## src/rtl/ans_pkg.sv

```systemverilog
package ans_pkg;

    typedef enum logic [1:0] {
        PH_IDLE  = 2'd0,
        PH_COUNT = 2'd1,
        PH_OFFER = 2'd2
    } phase_e;

endpackage

```

## src/rtl/ring_tally.sv

```systemverilog
module ring_tally
    import ans_pkg::*;
#(
    parameter int SHORT_RINGS = 2,
    parameter int LONG_RINGS  = 4,
    parameter int CW          = $clog2(LONG_RINGS + 1)
) (
    input  logic          clk,
    input  logic          rst,
    input  phase_e        phase_q,
    input  logic [CW-1:0] rings_q,
    input  logic          ring_end,
    input  logic          answered,
    input  logic          sel_long,
    output phase_e        phase_d,
    output logic [CW-1:0] rings_d
);

    localparam logic [CW-1:0] SHORT_T = CW'(SHORT_RINGS);
    localparam logic [CW-1:0] LONG_T  = CW'(LONG_RINGS);

    typedef struct packed {
        phase_e        phase;
        logic [CW-1:0] rings;
    } tally_t;

    tally_t        nxt_d;
    logic [CW-1:0] target;
    logic [CW-1:0] bumped;

    always_comb begin
        target = sel_long ? LONG_T : SHORT_T;
        bumped = rings_q + CW'(1);
        nxt_d.phase = phase_q;
        nxt_d.rings = rings_q;
        if (answered) begin
            nxt_d.phase = PH_IDLE;
            nxt_d.rings = '0;
        end else begin
            unique case (phase_q)
                PH_IDLE, PH_COUNT: begin
                    if (ring_end) begin
                        nxt_d.rings = bumped;
                        nxt_d.phase = (bumped >= target) ? PH_OFFER : PH_COUNT;
                    end
                end
                PH_OFFER: begin
                    nxt_d.phase = PH_OFFER;
                end
                default: begin
                    nxt_d.phase = PH_IDLE;
                    nxt_d.rings = '0;
                end
            endcase
        end
    end

    assign phase_d = nxt_d.phase;
    assign rings_d = nxt_d.rings;

    // quiet inputs leave the tally untouched
    p_quiet_hold_r8: assert property (@(posedge clk) disable iff (rst)
        (!ring_end && !answered) |=> $stable(rings_q) && $stable(phase_q));

    // answer beats a coincident ring
    p_answer_wins_r6: assert property (@(posedge clk) disable iff (rst)
        (answered && ring_end) |=> (phase_q == PH_IDLE) && (rings_q == '0));

    // count never passes the long threshold
    p_count_bound_r3: assert property (@(posedge clk) disable iff (rst)
        rings_q <= LONG_T);

endmodule

```

## src/rtl/pickup_decode.sv

```systemverilog
module pickup_decode
    import ans_pkg::*;
(
    input  phase_e phase_q,
    output logic   pickup
);

    always_comb begin
        pickup = (phase_q == PH_OFFER);
    end

endmodule

```

## src/rtl/ring_answer_ctrl.sv

```systemverilog
module ring_answer_ctrl
    import ans_pkg::*;
#(
    parameter int SHORT_RINGS = 2,
    parameter int LONG_RINGS  = 4
) (
    input  logic clk,
    input  logic rst,
    input  logic ring_end,
    input  logic answered,
    input  logic sel_long,
    output logic pickup
);

    localparam int CW = $clog2(LONG_RINGS + 1);

    phase_e        phase_q, phase_d;
    logic [CW-1:0] rings_q, rings_d;

    ring_tally #(
        .SHORT_RINGS(SHORT_RINGS),
        .LONG_RINGS (LONG_RINGS),
        .CW         (CW)
    ) u_tally (
        .clk     (clk),
        .rst     (rst),
        .phase_q (phase_q),
        .rings_q (rings_q),
        .ring_end(ring_end),
        .answered(answered),
        .sel_long(sel_long),
        .phase_d (phase_d),
        .rings_d (rings_d)
    );

    always_ff @(posedge clk) begin
        if (rst) begin
            phase_q <= PH_IDLE;
            rings_q <= '0;
        end else begin
            phase_q <= phase_d;
            rings_q <= rings_d;
        end
    end

    pickup_decode u_decode (
        .phase_q(phase_q),
        .pickup (pickup)
    );

    // reset clears the command
    p_reset_clear_r1: assert property (@(posedge clk)
        rst |=> !pickup);

    // command held while unanswered
    p_hold_until_answer_r4: assert property (@(posedge clk) disable iff (rst)
        (pickup && !answered) |=> pickup);

    // answer drops the command
    p_answer_release_r5: assert property (@(posedge clk) disable iff (rst)
        answered |=> !pickup);

    // a rise needs a counted ring at the previous edge
    p_rise_after_ring_r7: assert property (@(posedge clk) disable iff (rst)
        $rose(pickup) |-> ($past(ring_end) && !$past(answered)));

endmodule

```

## config.mk

```make
export PLATFORM = sky130hd
export DESIGN_NAME = ring_answer_ctrl
export DESIGN_NICKNAME = d
export VERILOG_FILES = /design/src/rtl/ans_pkg.sv /design/src/rtl/ring_tally.sv /design/src/rtl/pickup_decode.sv /design/src/rtl/ring_answer_ctrl.sv
export SDC_FILE = /design/constraint.sdc
export NUM_CORES = 1
export LEC_CHECK = 0
export CAP_MARGIN = 5
export CORE_AREA = 10 10 47 49
export DETAILED_ROUTE_END_ITERATION = 16
export DIE_AREA = 0 0 57 59
export PLACE_DENSITY = 0.39
export RECOVER_POWER = 100
export SLEW_MARGIN = 40
export SYNTH_ARGS = -nofsm -noshare
export SYNTH_HDL_FRONTEND = slang
export SYNTH_SLANG_ARGS = --single-unit
```

## constraint.sdc

```tcl
create_clock -name clk -period 3.6 [get_ports clk]
set_input_delay 0.72 -clock clk [delete_from_list [all_inputs] [get_ports clk]]
set_output_delay 0.72 -clock clk [all_outputs]
set_load 0.05 [all_outputs]
```

==> results of run 1 <==
metrics by stage:
step                utilization  hold slack, ns  total power (W)
finish                   0.2893          0.4859        0.0001457
global route             0.2893          0.5110        0.0001558
CTS                      0.2946          0.4870        0.0001492
detailed placement       0.2759          0.4806       0.00008248
global placement         0.2759          0.4716       0.00008225
floorplan                     -          0.4557       0.00007400
how the worst max path moves through the flow:
stage / start / to / slack (ns) / depth (start not counted)
2_1_floorplan: sel_long / phase_q[1] / 1.99 / 5
3_3_place_gp: phase_q[1] / pickup / 1.41 / 3
3_5_place_dp: phase_q[1] / pickup / 1.42 / 3
4_1_cts: phase_q[1] / pickup / 1.15 / 3
5_1_grt: phase_q[1] / pickup / 1.08 / 3
6_report: phase_q[1] / pickup / 1.14 / 3
state kept, by name, summed over array words and instances (netlist names):
signal,count
phase_q,2
rings_q,3
routing by layer:
layer  track usage  routed length, um  vias to the layer above
met2       0.06202                300                        8
met4       0.03020                  5                        0
met1       0.05207                315                      122
met5             0                  0                        -
met3       0.02575                 37                        2
li1              -                  -                      133
report_power, final:
| part | leakage (nW) | switching [W] | internal, W |
|---|---|---|---|
| logic | 0.117 | 0.0000103 | 0.0000106 |
| registers | 0.0406 | 0.00000184 | 0.0000572 |
| clock network | 0.0150 | 0.0000238 | 0.0000420 |
| total | 0.172 | 0.0000359 | 0.000110 |
worst min-delay path: cells and delay by family (launching register included):
kind / cells / cell delay [ns]
flops: 1 / 0.31
compound gates: 2 / 0.13
kinds of logic (layout without fill, tap and decap cells):
kind of cell               Yosys count  count (layout)  share of synthesized area
AOI/OAI and AO/OA                   10              10                     0.2569
DFF                                  5               5                     0.3162
xor gates and xnor gates             1               1                    0.02767
and+or+nand+nor                     10              10                     0.2411
adders and majority gates            3               3                     0.1186
buffers and inverters                3              12                    0.03952
layout make-up:
cell class,instances,area [um2]
multi-input cells,24,196.4
repair buffers,5,50.05
flip-flops and latches,5,100.1
fillers,158,996.0
clock buffers,4,26.28
well taps,16,20.02
inverters,3,12.51
cells in the final DEF, fill, tap and decap left out:
cell type        n
clkdlybuf4s50_1  2
a21oi_1          3
a31o_1           1
nor2b_1          1
o22ai_1          1
nand2b_4         1
a21o_2           1
nand2_1          2
or2_4            1
dlygate4sd3_1    3
nor4b_2          1
clkinv_2         1
o21ai_0          1
a311oi_2         1
ha_1             3
clkbuf_1         1
nor2_2           1
clkbuf_4         3
dfxtp_1          5
xor2_1           1
a211oi_2         1
inv_1            2
nor2_1           3
a21bo_2          1
==> impl_metrics.yaml, run 1 <==
clocking:
  clkTransAtPathRegs_ns: 0.05
  cts-root-buf: "clkbuf_4"
  cts.sinks: 5
  post_cts_buffers: 0
  clk_path_buf_depth: 2
  h-tree-depth: 1
  insertion_delay_ns: 0.24
  cts_buffers: 3
  ctsResizeCount: 0
  cts_tree: "done"
  cts-hold-fix-buffers: 0
power:
  p_leak_nw: 0.1723
  p_per_area_nw_per_um2: 359.4
  peakVddDrop_mv: 0.1323
global_routing:
  track_usage: 0.04532
  grt_max_degree: 6
  antenna_found_initial: 0
  overflow: 0
  grt_first_pass_wirelength_um: 1207
  grt_pass1_vias: 270
layout:
  synthToLayoutAreaGrowth_pct: 28.06
  drive_above_1_share: 0.2927
  stdcell_area_um2: 405.4
  fin_nets: 50
  stdcell_count: 57
  antenna_cells: 0
hold_path:
  min_from: "rings_q[1]"
  hold_depth: 2
  hold_class: "flip-flop to flip-flop"
  holdPathEnd: "rings_q[1]"
critical_path:
  critPathBufInv: 2
  reg2reg_setup_slack_ns: 1.99
  r2r_end: "phase_q[1]"
  arrival_ns: 1.74
  r2r-start: "rings_q[0]"
  path_cells: "nand2b_4, clkinv_2, dlygate4sd3_1"
  r2r_cells: 6
  cp.required_ns: 2.88
  worst_setup_path_end_kind: "output port"
  crit_fanout: 5
  critical_path.top_delay_family: "buffers and inverters"
  cpMaxStageDelayCell: "dlygate4sd3_1"
  cp-start-kind: "flip-flop"
  crit_type: "flip-flop to output port"
  critPathMaxStageDelay_ns: 0.87
timing:
  tightestPinTransition_ns: 0.5081
  maxClockFrequency_mhz: 407.2
  setup_tns_ns: 0
  hold_viol: 0
  rsz0062_at_grt: "no"
  fin_crit_sh: 0.6822
  setup_viol: 0
  drv_slew: 0
  maxSlewHeadroom: 0.6602
  fin_skew_ns: 0.004054
  period_minus_slack_ns: 2.456
  fin_ws_ns: 1.144
synthesis:
  synth_top_area_cell: "dfxtp_1"
  syn_area_um2: 316.6
  synth_flop_cell: "dfxtp_1"
  synth_top_cells_by_count: "dfxtp_1, a21oi_1, ha_1, nor2_1"
  syn_inst: 32
  synth_area_leaders: "dfxtp_1, ha_1, a21oi_1"
  yosysWarnings: 0
  post-synth-top-count-cell: "dfxtp_1"
  synth.distinct_cells: 20
  async_flop_share: 0
  synth_edf_count: 0
  synth_top_cell_area_share: 0.3162
  synth_nets: 40
  ys_seq_area_frac: 0.3162
  ys_ff_latch: 5
  synth_area_per_cell_um2: 9.892
route:
  dr.first_iter.drc_count: 3
  dr.pass1.iters: 4
  wl_per_cell_um: 11.54
  detail_route.drc_violations: 0
  final_antenna_net_count: 0
  viasPerCell: 4.649
  vias: 265
  wl_um: 658
die:
  core-area_um2: 1401
  die-width_um: 57
  ios: 6
  start_util: 0.2259
  rows: 14
  die_area_um2: 3363
  die_height_um: 59
placed_design:
  placed_cells: 53
  placed_area_um2: 386.6
  io_buffers: 5
  dp_slack_ns: 1.418
  finalWeightedCongestion: 0.7600
  dp_hpwl_um: 522.6
run_status:
  status: "finished clean"
run:
  cap_violations: 0
Note: power is estimated with default switching activity, not from simulation.
==> run 2: changes to the inputs <==
==> constraint.sdc (replaced) <==
create_clock -name clk -period 2.4 [get_ports clk]
set_input_delay 0.48 -clock clk [delete_from_list [all_inputs] [get_ports clk]]
set_output_delay 0.48 -clock clk [all_outputs]
set_load 0.05 [all_outputs]
==> run 2 against run 1 <==
Effect of this change: power up 49%; via count down 1.1%; sequential share of layout area unchanged; non-clock buffer count unchanged; sequential power up 50%; wire length down 7.4%; combinational power up 49%; setup slack worse by 0.95 ns; critical path type unchanged; critical endpoint unchanged; largest cell class unchanged.
==> impl_metrics.yaml, run 2 (synthesis gave the netlist of run 1 again) <==
timing:
  maxSlewHeadroom: 0.6614
  hold_viol: 0
  fin_skew_ns: 0.006086
  setup_tns_ns: 0
  setup_viol: 0
  drv_slew: 0
  period_minus_slack_ns: 2.208
  rsz0062_at_grt: "no"
  tightestPinTransition_ns: 0.5063
  maxClockFrequency_mhz: 453.0
  fin_crit_sh: 0.9198
clocking:
  clkTransAtPathRegs_ns: 0.05
  h-tree-depth: 1
  post_cts_buffers: 0
  cts.sinks: 5
  clk_path_buf_depth: 2
  cts-root-buf: "clkbuf_4"
  insertion_delay_ns: 0.24
  cts-hold-fix-buffers: 0
  cts_tree: "done"
  cts_buffers: 3
  ctsResizeCount: 0
die:
  rows: 14
  ios: 6
  die_area_um2: 3363
  die-width_um: 57
  core-area_um2: 1401
  start_util: 0.2259
  die_height_um: 59
power:
  p_leak_nw: 0.1723
  peakVddDrop_mv: 0.2004
  p_per_area_nw_per_um2: 535.4
layout:
  final_common_cell: "dfxtp_1"
  fin_nets: 50
  antenna_cells: 0
  regMostFlops: "rings_q"
  reg_top3: "rings_q x3, phase_q x2"
  largest_reg_flops: 3
  stdcell_count: 57
  final_util: 0.2893
  stdcell_area_um2: 405.4
  synthToLayoutAreaGrowth_pct: 28.06
  drive_above_1_share: 0.2927
route:
  dr.pass1.iters: 3
  met1_length_um: 272
  met2WireLength_um: 286
  top_layer: "met4"
  dr.first_iter.drc_count: 7
  wl_met3_um: 36
  detail_route.drc_violations: 0
  wl_per_cell_um: 10.68
  vias: 262
  final_antenna_net_count: 0
  wl_um: 609
  viasPerCell: 4.596
critical_path:
  cp-start-kind: "flip-flop"
  cp.required_ns: 1.92
  crit_type: "flip-flop to output port"
  arrival_ns: 1.73
  crit_fanout: 5
  worst_setup_path_end_kind: "output port"
placed_design:
  placed_area_um2: 386.6
  dp_hpwl_um: 516
  finalWeightedCongestion: 0.7807
  io_buffers: 5
  placed_cells: 53
global_routing:
  antenna_found_initial: 0
  grt_first_pass_wirelength_um: 1117
  grt_pass1_vias: 259
  track_usage: 0.04150
  grt_max_degree: 6
  overflow: 0
run_status:
  status: "finished clean"
run:
  cap_violations: 0
hold_path:
  hold_class: "flip-flop to flip-flop"
run 2: cell counts in the layout (fill, tap and decap cells not counted):
Identical to the previous run, type by type.
run 2: area by class of cell:
cell class,count,area [um2]
Sequential cell,5,100.1
Clock buffer,4,26.28
Tap cell,16,20.02
Inverter,3,12.51
Fill cell,165,996.0
Multi-Input combinational cell,24,196.4
Timing Repair Buffer,5,50.05
run 2: worst paths after layout:
check	slack [ns]	cells after the start	to	from
max	0.19	3	pickup	phase_q[1]
min	0.49	2	rings_q[1]	rings_q[1]
max reg2reg	0.81	6	phase_q[1]	rings_q[0]
min reg2reg	0.49	2	rings_q[1]	rings_q[1]
run 2: report_power, final:
group	switching (W)	internal, W
Combinational	0.0000152	0.0000159
Clock	0.0000345	0.0000628
Sequential	0.00000264	0.0000859
Total	0.0000524	0.000165
run 2: per-layer routing:
layer | up-vias | GRT usage
li1 | 136 | -
met1 | 116 | 0.04637
met2 | 6 | 0.06357
met3 | 4 | 0.01502
met4 | 0 | 0.03020
met5 | - | 0
run 2: worst max-delay path, cell delays in order (launching register included):
cell and delay (ns):
dfxtp_1 0.45, nand2b_4 0.10, clkinv_2 0.07, dlygate4sd3_1 0.87
run 2: through the flow:
stage	hold WS, ns	setup slack, ns	power [W]
after CTS	0.4874	0.1908	0.0002229
after detailed placement	0.4810	0.4589	0.0001236
after floorplan	0.4557	0.9216	0.0001110
after global placement	0.4722	0.4521	0.0001234
final	0.4870	0.1924	0.0002171
after global routing	0.5084	0.1246	0.0002311
==> run 3: changes to the inputs <==
--- a/config.mk
+++ b/config.mk
@@ -11,6 +11,7 @@
 export DIE_AREA = 0 0 57 59
 export PLACE_DENSITY = 0.39
 export RECOVER_POWER = 100
+export SKIP_CTS_REPAIR_TIMING = 1
 export SLEW_MARGIN = 40
 export SYNTH_ARGS = -nofsm -noshare
 export SYNTH_HDL_FRONTEND = slang
==> results of run 3 <==
Final layout, timing and power as in run 2 (identical DEF).
